[src/rtl/uart_irq_pkg.sv]
package uart_irq_pkg;

   localparam int SRC_W   = 11;
   localparam int LINE_N  = 6;

   // source bit positions inside the raw status word
   localparam int B_RING  = 0;
   localparam int B_CTS   = 1;
   localparam int B_DCD   = 2;
   localparam int B_DSR   = 3;
   localparam int B_RXD   = 4;
   localparam int B_TXD   = 5;
   localparam int B_TOUT  = 6;
   localparam int B_FRAME = 7;
   localparam int B_PAR   = 8;
   localparam int B_BRK   = 9;
   localparam int B_OVR   = 10;

   typedef logic [SRC_W-1:0] src_vec_t;

   localparam src_vec_t GRP_MODEM = src_vec_t'((1 << B_RING) | (1 << B_CTS) |
                                               (1 << B_DCD)  | (1 << B_DSR));
   localparam src_vec_t GRP_ERR   = src_vec_t'((1 << B_FRAME) | (1 << B_PAR) |
                                               (1 << B_BRK)   | (1 << B_OVR));

   // which sources feed each request line
   function automatic src_vec_t line_sel(input int line);
      case (line)
         0:       line_sel = '1;
         1:       line_sel = src_vec_t'(1 << B_RXD);
         2:       line_sel = src_vec_t'(1 << B_TXD);
         3:       line_sel = src_vec_t'(1 << B_TOUT);
         4:       line_sel = GRP_MODEM;
         default: line_sel = GRP_ERR;
      endcase
   endfunction

endpackage

[src/rtl/uart_irq_raw.sv]
module uart_irq_raw
   import uart_irq_pkg::*;
(
   input  logic     clk,
   input  logic     rst_n,
   input  src_vec_t set_i,
   input  src_vec_t clr_vec,
   output src_vec_t raw_d,
   output src_vec_t raw_q
);

   // one sticky cell per source; a strobe outranks a clear
   for (genvar k = 0; k < SRC_W; k++) begin : g_cell
      assign raw_d[k] = set_i[k] | (raw_q[k] & ~clr_vec[k]);

      always_ff @(posedge clk) begin
         if (!rst_n) raw_q[k] <= 1'b0;
         else        raw_q[k] <= raw_d[k];
      end
   end

endmodule

[src/rtl/uart_irq_regs.sv]
module uart_irq_regs
   import uart_irq_pkg::*;
#(
   parameter int ADDR_W   = 10,
   parameter int DATA_W   = 32,
   parameter int IDX_MASK = 14,
   parameter int IDX_RAW  = 15,
   parameter int IDX_MSKD = 16,
   parameter int IDX_CLR  = 17
) (
   input  logic              clk,
   input  logic              rst_n,
   input  logic              bus_sel,
   input  logic              bus_wr,
   input  logic [ADDR_W-1:0] bus_addr,
   input  logic [DATA_W-1:0] bus_wdata,
   input  src_vec_t          raw_q,
   output src_vec_t          mask_d,
   output src_vec_t          mask_q,
   output src_vec_t          clr_vec,
   output logic [DATA_W-1:0] bus_rdata
);

   localparam int PAD_W = DATA_W - SRC_W;

   logic     wr_en;
   logic     rd_en;
   src_vec_t wlo;
   src_vec_t rsel;
   logic     unused_hi;

   assign wr_en     = bus_sel & bus_wr;
   assign rd_en     = bus_sel & ~bus_wr;
   assign wlo       = bus_wdata[SRC_W-1:0];
   assign unused_hi = ^bus_wdata[DATA_W-1:SRC_W];

   assign mask_d  = (wr_en && bus_addr == ADDR_W'(IDX_MASK)) ? wlo : mask_q;
   assign clr_vec = (wr_en && bus_addr == ADDR_W'(IDX_CLR))  ? wlo : '0;

   always_ff @(posedge clk) begin
      if (!rst_n) mask_q <= '0;
      else        mask_q <= mask_d;
   end

   always_comb begin
      rsel = '0;
      if (rd_en) begin
         if (bus_addr == ADDR_W'(IDX_MASK))      rsel = mask_q;
         else if (bus_addr == ADDR_W'(IDX_RAW))  rsel = raw_q;
         else if (bus_addr == ADDR_W'(IDX_MSKD)) rsel = raw_q & mask_q;
      end
   end

   assign bus_rdata = {{PAD_W{1'b0}}, rsel};

endmodule

[src/rtl/uart_irq_lines.sv]
module uart_irq_lines
   import uart_irq_pkg::*;
#(
   parameter bit REG_OUT = 1'b1
) (
   input  logic              clk,
   input  logic              rst_n,
   input  src_vec_t          raw_d,
   input  src_vec_t          mask_d,
   input  src_vec_t          raw_q,
   input  src_vec_t          mask_q,
   output logic [LINE_N-1:0] irq_o
);

   logic [LINE_N-1:0] line_nx;
   logic [LINE_N-1:0] line_now;

   for (genvar i = 0; i < LINE_N; i++) begin : g_line
      assign line_nx[i]  = |(raw_d & mask_d & line_sel(i));
      assign line_now[i] = |(raw_q & mask_q & line_sel(i));
   end

   if (REG_OUT) begin : g_reg
      logic [LINE_N-1:0] irq_q;
      logic              unused_now;
      always_ff @(posedge clk) begin
         if (!rst_n) irq_q <= '0;
         else        irq_q <= line_nx;
      end
      assign unused_now = ^line_now;
      assign irq_o      = irq_q;
   end else begin : g_comb
      logic unused_nx;
      logic unused_clk;
      assign unused_nx  = ^line_nx;
      assign unused_clk = clk ^ rst_n;
      assign irq_o      = line_now;
   end

endmodule

[src/rtl/uart_irq_ctrl.sv]
module uart_irq_ctrl
   import uart_irq_pkg::*;
#(
   parameter int ADDR_W   = 10,
   parameter int DATA_W   = 32,
   parameter int IDX_MASK = 14,
   parameter int IDX_RAW  = 15,
   parameter int IDX_MSKD = 16,
   parameter int IDX_CLR  = 17,
   parameter bit REG_OUT  = 1'b1
) (
   input  logic              clk,
   input  logic              rst_n,
   input  logic [10:0]       set_i,
   input  logic              bus_sel,
   input  logic              bus_wr,
   input  logic [ADDR_W-1:0] bus_addr,
   input  logic [DATA_W-1:0] bus_wdata,
   output logic [DATA_W-1:0] bus_rdata,
   output logic [5:0]        irq_o
);

   localparam int IDX_MAX = 1 << ADDR_W;

   if (DATA_W <= SRC_W) begin : g_bad_data
      $error("DATA_W must exceed the source count");
   end
   if (IDX_CLR >= IDX_MAX || IDX_MSKD >= IDX_MAX ||
       IDX_RAW >= IDX_MAX || IDX_MASK >= IDX_MAX) begin : g_bad_addr
      $error("register index does not fit ADDR_W");
   end
   if (IDX_MASK == IDX_RAW || IDX_MASK == IDX_MSKD || IDX_MASK == IDX_CLR ||
       IDX_RAW == IDX_MSKD || IDX_RAW == IDX_CLR || IDX_MSKD == IDX_CLR) begin : g_bad_map
      $error("register indices must be distinct");
   end

   src_vec_t raw_d, raw_q, mask_d, mask_q, clr_vec;

   uart_irq_raw u_raw (
      .clk     (clk),
      .rst_n   (rst_n),
      .set_i   (set_i),
      .clr_vec (clr_vec),
      .raw_d   (raw_d),
      .raw_q   (raw_q)
   );

   uart_irq_regs #(
      .ADDR_W   (ADDR_W),
      .DATA_W   (DATA_W),
      .IDX_MASK (IDX_MASK),
      .IDX_RAW  (IDX_RAW),
      .IDX_MSKD (IDX_MSKD),
      .IDX_CLR  (IDX_CLR)
   ) u_regs (
      .clk       (clk),
      .rst_n     (rst_n),
      .bus_sel   (bus_sel),
      .bus_wr    (bus_wr),
      .bus_addr  (bus_addr),
      .bus_wdata (bus_wdata),
      .raw_q     (raw_q),
      .mask_d    (mask_d),
      .mask_q    (mask_q),
      .clr_vec   (clr_vec),
      .bus_rdata (bus_rdata)
   );

   uart_irq_lines #(
      .REG_OUT (REG_OUT)
   ) u_lines (
      .clk    (clk),
      .rst_n  (rst_n),
      .raw_d  (raw_d),
      .mask_d (mask_d),
      .raw_q  (raw_q),
      .mask_q (mask_q),
      .irq_o  (irq_o)
   );

endmodule

[config.mk]
export PLATFORM = sky130hd
export DESIGN_NAME = uart_irq_ctrl
export DESIGN_NICKNAME = d
export VERILOG_FILES = /design/src/rtl/uart_irq_pkg.sv /design/src/rtl/uart_irq_raw.sv /design/src/rtl/uart_irq_regs.sv /design/src/rtl/uart_irq_lines.sv /design/src/rtl/uart_irq_ctrl.sv
export SDC_FILE = /design/constraint.sdc
export NUM_CORES = 1
export LEC_CHECK = 0
export BUFFER_PORTS_ARGS = -buffer_cell sky130_fd_sc_hd__buf_4
export CORE_MARGIN = 5
export CORE_UTILIZATION = 42
export CTS_CLUSTER_DIAMETER = 120
export CTS_CLUSTER_SIZE = 10
export DETAILED_ROUTE_END_ITERATION = 10
export PLACE_DENSITY = 0.79
export SLEW_MARGIN = 10
export SYNTH_ARGS = -nofsm -noshare
export SYNTH_HDL_FRONTEND = slang
export SYNTH_SLANG_ARGS = --single-unit
[constraint.sdc]
create_clock -name clk -period 2.3 [get_ports clk]
set_clock_uncertainty 0.2 [all_clocks]
set_input_delay 0.115 -clock clk [delete_from_list [all_inputs] [get_ports clk]]
set_output_delay 0.115 -clock clk [all_outputs]
set_load 0.005 [all_outputs]
==> results of run 1 <==
[per-stage QoR]
stage	utilization, %	power (mW)
after CTS	61.6	0.991
after global routing	61.6	1.03
final	61.6	0.987
after detailed placement	52.6	0.631
after global placement	52.6	0.630
after floorplan	-	0.588
[state kept, by name, summed over array words and instances, names as in the netlist]
name and count:
u_regs.mask_q 11, u_lines.irq_o 6, u_raw.raw_q 11
[worst register-to-register path: cells and delay by family (launching register included)]
kind            cells  cell delay [ns]
compound gates      1             0.19
simple gates        2             0.22
buf+inv             1             0.53
flops               1             0.36
[power groups by stage]
| stage | registers, mW | logic [mW] | clock network [mW] |
|---|---|---|---|
| 2_1_floorplan | 0.515 | 0.0726 | 0 |
| 5_1_grt | 0.508 | 0.173 | 0.346 |
| 6_report | 0.506 | 0.157 | 0.323 |
| 4_1_cts | 0.507 | 0.153 | 0.331 |
| 3_5_place_dp | 0.517 | 0.114 | 0 |
| 3_3_place_gp | 0.517 | 0.113 | 0 |
[Yosys cell counts, types with 3 or more instances]
cell type / count / area (um2)
nand2b_1: 6 / 37.5
clkbuf_1: 5 / 18.8
mux2i_1: 11 / 110
o22ai_1: 8 / 50.1
a21o_1: 11 / 82.6
and3_1: 7 / 43.8
dfxtp_1: 28 / 561
nor3_1: 3 / 15.0
a22oi_1: 11 / 82.6
nand4_1: 5 / 31.3
nor2_1: 37 / 139
buf_4: 21 / 158
a21oi_1: 6 / 30.0
[how the worst max path moves through the flow]
stage                start                     endpoint  slack [ns]  cells after the start
2_1_floorplan  bus_addr[5]  u_lines.irq_o[0]$_SDFF_PN0_        0.65                      7
3_3_place_gp   bus_addr[1]                 bus_rdata[2]        0.29                      7
3_5_place_dp   bus_addr[1]  u_lines.irq_o[0]$_SDFF_PN0_        0.29                      7
4_1_cts        bus_addr[1]                 bus_rdata[1]        0.30                      7
5_1_grt        bus_addr[1]                 bus_rdata[1]        0.16                      7
6_report       bus_addr[1]                 bus_rdata[2]        0.30                      7
[per-layer routing]
layer	track usage [%]	up-vias	routed length, um
met5	0	-	0
met4	7.87	0	144
met3	3.60	15	311
met2	29.3	71	2060
met1	20.6	689	1670
li1	-	747	-
[cell type report]
cell class | count | area, um2
Inverter | 2 | 7.51
Clock buffer | 3 | 22.5
Sequential cell | 28 | 561
Multi-Input combinational cell | 140 | 833
Timing Repair Buffer | 83 | 691
Tap cell | 48 | 60.1
Clock inverter | 1 | 30.0
Fill cell | 304 | 1370
[cells by family after synthesis]
logic type / synth area share, %
other cells: 0.245
compound gates: 17.6
mux: 7.21
buf+inv: 13.7
flops: 36.7
simple gates: 24.6
[timing repair]
| item | 4_1_cts | 5_1_grt |
|---|---|---|
| buffers inserted | 0 | 0 |
| hold buffers | 27 | 0 |
| hold endpoints to repair | 25 | 0 |
==> results.toml, run 1 <==
[grt]
grt_pass1_vias = 1570
overflow = 0
grt_first_pass_wirelength_um = 7000
antenna_found_initial = 0
grt_max_degree = 27
gr-usage-all-layers_pct = 17.2

[synthesis]
ys_seq_elements = 28
syn_inst = 178
yosysSeqAreaShare_pct = 36.7
async_reset_ff_share_pct = 0
synth_warnings = 0
synthDistinctLibCells = 29
ys.flop_type = "dfxtp_1"
syn_area_um2 = 1530
syn_area_per_cell_um2 = 8.58
synth_edf_count = 0

[clocking]
post_cts_resized = 0
cts_tree = "done"
clock-sinks = 28
worstSkewPairLatency_ns = 0.33
htree_levels = 1
path_clk_slew_ns = 0.15
cts.path.max_buffers = 2
cts-root-buf = "clkbuf_4"
numCtsBuffers = 3

[setup_path]
worst_path_most_repeated_cell = "buf_4"
crit_buf_inv = 2
reg2reg_setup_slack_ns = 0.77
crit_type = "in -> out"
crit_family = "simple AND/OR/NAND/NOR gates"
path_max_fanout = 11
cp-end-kind = "output port"
r2r_end = "u_raw.raw_q[4]$_SDFF_PN0_"
setup.worst_path.start_class = "input pin"
r2r-start = "u_raw.raw_q[4]$_SDFF_PN0_"
arrival_ns = 1.68
critical_path.max_stage_delay_ns = 0.49
crit_chain = "buf_4 -> nor4b_4 -> and3_1 -> a21o_1 -> a22oi_1 -> nor2_1 -> buf_4"
critPathSlowestCell = "and3_1"
crit_required_ns = 1.99
ff2ff_path_depth = 4

[routing]
drc = 0
drtAntennaViolNets = 0
drt-initial-drc-count = 90
drt-total-wl_um = 4180
via_per_inst = 4.99
vias = 1522
wl_per_cell_um = 13.7
dr.pass1.iters = 4

[place]
placed_area_um2 = 1880
dp.cells = 274
place_congestion = 0.788
place_hpwl_um = 2810
pre_cts_slack_ns = 0.295
io_buffer_count = 52

[worst_hold_path]
hold_start = "bus_addr[1]"
whs_path_depth = 5
min_to = "u_raw.raw_q[7]$_SDFF_PN0_"
hp-class = "in -> reg"

[die]
start_util_pct = 42.7
die-area_um2 = 4940
num_rows = 22
coreArea_um2 = 3580
io_pins = 95
die_h_um = 70.3
die_w_um = 70.3

[timing]
clock.fmax_mhz = 500
layout_setup_ws_ns = 0.300
grt_setup_unrepaired = "false"
timing.hold.ws_ns = 0.00146
post-route-period-util_pct = 86.9
setup_viol = 0
finalCriticalPeriod_ns = 2.00
slew_viol_final = 0
fin_tns_setup_ns = 0
hold_viol = 0

[power_and_ir_drop]
p_int_mw = 0.767
p_comb_share_pct = 15.9
clkPwrFrac_pct = 32.8
power_density_nw_per_um2 = 448
p_switching_mw = 0.220
p_sw_share_pct = 22.3
pwr-share-seq_pct = 51.3
ir_drop_uv = 230
p_leak_nw = 1.04

[status]
status = "completed"

[finish]
design_area_um2 = 2200
final_cell_mix = "buf_4 (56), nor2_1 (37), dfxtp_1 (28)"
stdcell_count = 305
n_antenna_cell = 0
drive_gt1_share_pct = 24.9
final_common_cell = "buf_4"
final_nets = 315
area_delta_synth_final_pct = 44.3

[flow_run]
cap_violations = 0
No activity file was read; power rests on OpenSTA's default activity.
==> run 2: changes to the inputs <==
--- a/config.mk
+++ b/config.mk
@@ -6,7 +6,6 @@
 export NUM_CORES = 1
 export LEC_CHECK = 0
 export BUFFER_PORTS_ARGS = -buffer_cell sky130_fd_sc_hd__buf_4
-export CORE_MARGIN = 5
 export CORE_UTILIZATION = 42
 export CTS_CLUSTER_DIAMETER = 120
 export CTS_CLUSTER_SIZE = 10
==> run 2 against run 1 <==
  * Final cell count is 1.6% lower
  * Critical path depth stayed put
  * Register-to-register slack worse by 0.05 ns
  * Global-route usage is 3.2 points higher
  * Maximum frequency is 0.23% lower
  * Flip-flop and latch count stayed put
  * Via count is 2.6% lower
  * Die area is 21% lower
  * Sequential share of layout area is 0.29 points higher
  * Routed wire length is 12% lower
  * Worst setup slack worse by 0.0047 ns
  * Critical endpoint is now bus_rdata[1]
  * Largest power group unchanged
==> results.toml, run 2 (synthesis gave the netlist of run 1 again) <==
[status]
status = "completed"

[routing]
dr.pass1.iters = 4
via_per_inst = 4.94
wl_per_cell_um = 12.3
drc = 0
drt-initial-drc-count = 65
drt-total-wl_um = 3700
vias = 1482
drtAntennaViolNets = 0

[flow_run]
cap_violations = 0

[setup_path]
worst_path_most_repeated_cell = "buf_4"
setup.worst_path.start_class = "input pin"
critPathSlowestCell = "and3_1"
crit_type = "in -> out"
crit_chain = "buf_4 -> nor4b_4 -> and3_1 -> a21o_1 -> a22oi_1 -> nor2_1 -> buf_4"
reg2reg_setup_slack_ns = 0.72
ff2ff_path_depth = 4
cp-end-kind = "output port"
r2r-start = "u_raw.raw_q[4]$_SDFF_PN0_"
crit_buf_inv = 2
path_max_fanout = 11
critical_path.max_stage_delay_ns = 0.50
arrival_ns = 1.69
crit_cells = 7
r2r_end = "u_raw.raw_q[4]$_SDFF_PN0_"
crit_family = "simple AND/OR/NAND/NOR gates"
crit_required_ns = 1.99

[die]
die_w_um = 62.3
start_util_pct = 44.7
die-area_um2 = 3880
io_pins = 95
coreArea_um2 = 3420
num_rows = 21
die_h_um = 62.3

[timing]
clock.fmax_mhz = 499
post-route-period-util_pct = 87.1
worst_slew_pin_slew_ns = 0.728
setup_viol = 0
fin_tns_setup_ns = 0
timing.hold.ws_ns = 0.00824
finalCriticalPeriod_ns = 2.00
hold_viol = 0
maxSlewHeadroom_pct = 51.1
slew_viol_final = 0
grt_setup_unrepaired = "false"
layout_setup_ws_ns = 0.296

[clocking]
cts_tree = "done"
path_clk_slew_ns = 0.15
worstSkewPairLatency_ns = 0.33
clock-sinks = 28
cts-root-buf = "clkbuf_4"
htree_levels = 1
numCtsBuffers = 3
cts.path.max_buffers = 2
post_cts_buffers = 0
post_cts_resized = 0
cts_hold_buf = 27

[worst_hold_path]
min_to = "u_raw.raw_q[7]$_SDFF_PN0_"
whs_path_depth = 5
hold_start = "bus_addr[2]"
hp-class = "in -> reg"

[place]
io_buffer_count = 52
pre_cts_slack_ns = 0.307
place_hpwl_um = 2510
dp.cells = 269
place_congestion = 0.818

[grt]
grt_pass1_vias = 1482
antenna_found_initial = 0
grt_max_degree = 27
grt_first_pass_wirelength_um = 6460
gr-usage-all-layers_pct = 20.4
overflow = 0

[finish]
final_cell_mix = "buf_4 (53), nor2_1 (37), dfxtp_1 (28)"
multi_input_area_um2 = 833
n_antenna_cell = 0
stdcell_count = 300
area_delta_synth_final_pct = 42.7
fillCellCount = 303
seq_area_um2 = 561
final_common_cell = "buf_4"
drive_gt1_share_pct = 24.0
final_nets = 312
fin_util_pct = 63.8

[power_and_ir_drop]
p_leak_nw = 1.03
ir_drop_uv = 286
power_density_nw_per_um2 = 449
## run 2: changes by cell type in the layout (fill, tap and decap cells not counted)
cell / delta
buf_4: -3
## run 2: metrics by stage
| step | power, mW | cell area [um2] |
|---|---|---|
| floorplan | 0.588 | 1600 |
| global placement | 0.626 | 1860 |
| detailed placement | 0.628 | 1860 |
| CTS | 0.981 | 2180 |
| global route | 1.02 | 2180 |
| finish | 0.978 | 2180 |
## run 2: worst max path at each step
stage / from / to / slack (ns)
finish: bus_addr[1] / bus_rdata[1] / 0.30
detailed placement: bus_addr[9] / u_lines.irq_o[0]$_SDFF_PN0_ / 0.31
global route: bus_addr[1] / bus_rdata[6] / 0.17
CTS: bus_addr[1] / bus_rdata[1] / 0.32
floorplan: bus_addr[5] / u_lines.irq_o[0]$_SDFF_PN0_ / 0.65
global placement: bus_addr[1] / bus_rdata[0] / 0.30
## run 2: area by class of cell
cell class                 count  share of cell area [%]
clock buffer                   3                    1.03
multi-input combinational    140                    38.2
tap                           46                    2.64
inverter                       2                   0.344
clock inverter                 1                    1.38
timing repair buffer          80                    30.7
sequential                    28                    25.7
## run 2: power by group
group	internal (mW)	total (mW)	leakage [nW]	switching (mW)
Clock	0.176	0.320	0.0279	0.144
Sequential	0.499	0.507	0.229	0.00802
Combinational	0.0883	0.151	0.772	0.0627
## run 2: worst reg2reg max path, cell delays in order, from the launching register on
cell and delay (ns):
dfxtp_1 0.37, nor2_1 0.05, a31oi_1 0.19, and2_1 0.17, dlygate4sd3_1 0.56
## run 2: routing by layer
layer / up-vias / part of all wire, % / GRT usage, %
met5: - / 0 / 0
met1: 674 / 43 / 25.6
met2: 60 / 49 / 35.4
met4: 0 / 1.2 / 7.56
li1: 742 / - / -
met3: 6 / 6.1 / 2.76
==> run 3: changes to the inputs <==
--- a/config.mk
+++ b/config.mk
@@ -6,12 +6,13 @@
 export NUM_CORES = 1
 export LEC_CHECK = 0
 export BUFFER_PORTS_ARGS = -buffer_cell sky130_fd_sc_hd__buf_4
-export CORE_UTILIZATION = 42
+export CORE_UTILIZATION = 45
 export CTS_CLUSTER_DIAMETER = 120
 export CTS_CLUSTER_SIZE = 10
 export DETAILED_ROUTE_END_ITERATION = 10
-export PLACE_DENSITY = 0.79
+export PLACE_DENSITY = 0.83
 export SLEW_MARGIN = 10
 export SYNTH_ARGS = -nofsm -noshare
 export SYNTH_HDL_FRONTEND = slang
+export SYNTH_HIERARCHICAL = 1
 export SYNTH_SLANG_ARGS = --single-unit
==> run 3 against run 2 <==
  * The flow now finishes with violations (negative setup slack)
  * Register-to-register slack got worse by 0.14 ns
  * First-iteration DRC count rose by 1.5%
  * Synthesized cell count rose by 16%
  * Worst setup slack got worse by 0.43 ns
  * Flip-flop and latch count did not move
  * Critical path type is now in -> reg
==> results.toml, run 3 <==
[synthesis]
synth_edf_count = 0
yosys.area.top_type = "dfxtp_1"
synth_warnings = 6
ys.flop_type = "dfxtp_1"
async_reset_ff_share_pct = 0
yosysSeqAreaShare_pct = 30.9
synth_most_common_cell = "dfxtp_1"
synthTopCellsByArea = "dfxtp_1 (31%), buf_4 (9.1%), nor2b_4 (8.4%), mux2_4 (8.3%), and2_1 (7.9%)"
syn_area_um2 = 1810
synth_top_area_share_pct = 30.9
ys_seq_elements = 28
synth_common_cells = "dfxtp_1 (28), and2_1 (23), buf_4 (22)"
synthDistinctLibCells = 28
syn_area_per_cell_um2 = 8.79
syn_inst = 206

[finish]
final_cell_mix = "buf_4 (70), dfxtp_1 (28), dlygate4sd3_1 (26)"
seq_area_um2 = 561
fin_util_pct = 71.5
drive_gt1_share_pct = 38.0
final_common_cell = "buf_4"
n_antenna_cell = 0
multi_input_area_um2 = 1110
fillCellCount = 283
area_delta_synth_final_pct = 48.8
stdcell_count = 348
final_nets = 358

[routing]
dr.pass1.iters = 4
drt-initial-drc-count = 66
via_per_inst = 4.94
drtAntennaViolNets = 0
drc = 0
wl_per_cell_um = 13.9
drt-total-wl_um = 4850
vias = 1718

[worst_hold_path]
hp-class = "in -> reg"

[power_and_ir_drop]
power_density_nw_per_um2 = 405
ir_drop_uv = 233
power_mw = 1.09
p_leak_nw = 1.22

[setup_path]
path_max_fanout = 7
crit_type = "in -> reg"
worst_path_most_repeated_cell = "or4_4"
critPathSlowestCell = "or4_4"
critical_path.max_stage_delay_ns = 0.57
crit_chain = "buf_4 -> or4_4 -> or4_4 -> buf_6 -> mux2_4 -> a222oi_1 -> nand3_1 -> o21a_1"
cp-end-kind = "register"
setup.worst_path.start_class = "input pin"
arrival_ns = 2.41
crit_required_ns = 2.28

[clocking]
cts-root-buf = "clkbuf_8"
cts_tree = "done"
numCtsBuffers = 3
htree_levels = 1
cts.path.max_buffers = 2
clock-sinks = 28
worstSkewPairLatency_ns = 0.28
path_clk_slew_ns = 0.10

[die]
num_rows = 22
coreArea_um2 = 3770
die_w_um = 65.5
io_pins = 95
die-area_um2 = 4280
die_h_um = 65.5
start_util_pct = 48.0

[flow_run]
cap_violations = 0

[grt]
grt_first_pass_wirelength_um = 7800
grt_max_degree = 29
grt_pass1_vias = 1626
overflow = 0
gr-usage-all-layers_pct = 23.8
antenna_found_initial = 0

[place]
io_buffer_count = 52
dp.cells = 308
place_hpwl_um = 2950
place_congestion = 0.834

[timing]
hold_viol = 0
slew_viol_final = 0
post-route-period-util_pct = 106
finalCriticalPeriod_ns = 2.44
grt_setup_unrepaired = "true"
layout_setup_ws_ns = -0.137
clock.fmax_mhz = 410
setup_viol = 2
fin_tns_setup_ns = -0.148

[status]
violations = "negative setup slack"
status = "complete, but fails checks"
==> run 3: power breakdown <==
| group | switching [mW] | internal (mW) | total [mW] |
|---|---|---|---|
| Combinational | 0.0713 | 0.120 | 0.192 |
| Sequential | 0.00703 | 0.498 | 0.505 |
| Clock | 0.162 | 0.233 | 0.395 |
==> run 3: logic make-up after synthesis <==
kind of cell           count (synthesis)  share of synthesized area [%]
muxes                                 11                           8.91
and+or+nand+nor                       83                           32.4
AOI/OAI and AO/OA                     40                           13.7
buffers and inverters                 43                           13.9
DFF                                   28                           30.9
other                                  1                          0.207
==> run 3: layer usage <==
metal / up-vias / share of wire, % / track usage [%]
met1: 803 / 43 / 29.6
met4: 0 / 2.0 / 11.1
li1: 839 / - / -
met5: - / 0 / 0
met2: 66 / 50 / 40.1
met3: 10 / 5.3 / 3.65
==> run 3: final timing paths <==
path / startpoint / endpoint / slack [ns] / depth (start not counted)
hold / removal: bus_wdata[5] / u_raw/raw_q[5]$_SDFF_PN0_ / 0.14 / 4
setup reg to reg: u_raw/raw_q[6]$_SDFF_PN0_ / u_lines/irq_o[0]$_SDFF_PN0_ / 0.58 / 5
setup / recovery: bus_addr[8] / u_lines/irq_o[0]$_SDFF_PN0_ / -0.14 / 8
hold reg to reg: u_raw/raw_q[2]$_SDFF_PN0_ / u_raw/raw_q[2]$_SDFF_PN0_ / 0.41 / 2
==> run 3: critical path, delay by kind of cell <==
| kind | cells | cell delay (ns) |
|---|---|---|
| simple gates | 3 | 1.23 |
| compound gates | 2 | 0.50 |
| mux | 1 | 0.30 |
| buf+inv | 2 | 0.26 |
==> run 3: metrics by stage <==
step	hold slack (ns)	setup WS [ns]	cell area (um2)
2_1_floorplan	0.0325	-0.141	1910
3_3_place_gp	0.131	-0.289	2250
3_5_place_dp	0.137	-0.308	2250
4_1_cts	0.0918	0.0122	2600
5_1_grt	0.118	-0.158	2700
6_report	0.139	-0.137	2700
==> run 3: what timing repair did <==
action | 4_1_cts | 5_1_grt
endpoints found under the hold margin | 22 | 0
setup buffers | 0 | 9
resized for setup | 4 | 7
pin swaps | 2 | 9
endpoints found under the setup margin | 1 | 3
gates cloned | 1 | 0
hold buffers | 26 | 0
==> run 3: final cells by class <==
class | count | area share [%]
clock buffer | 3 | 1.53
inverter | 11 | 1.53
multi-input combinational | 155 | 41.4
tap | 48 | 2.23
sequential | 28 | 20.8
timing repair buffer | 102 | 31.4
clock inverter | 1 | 1.11
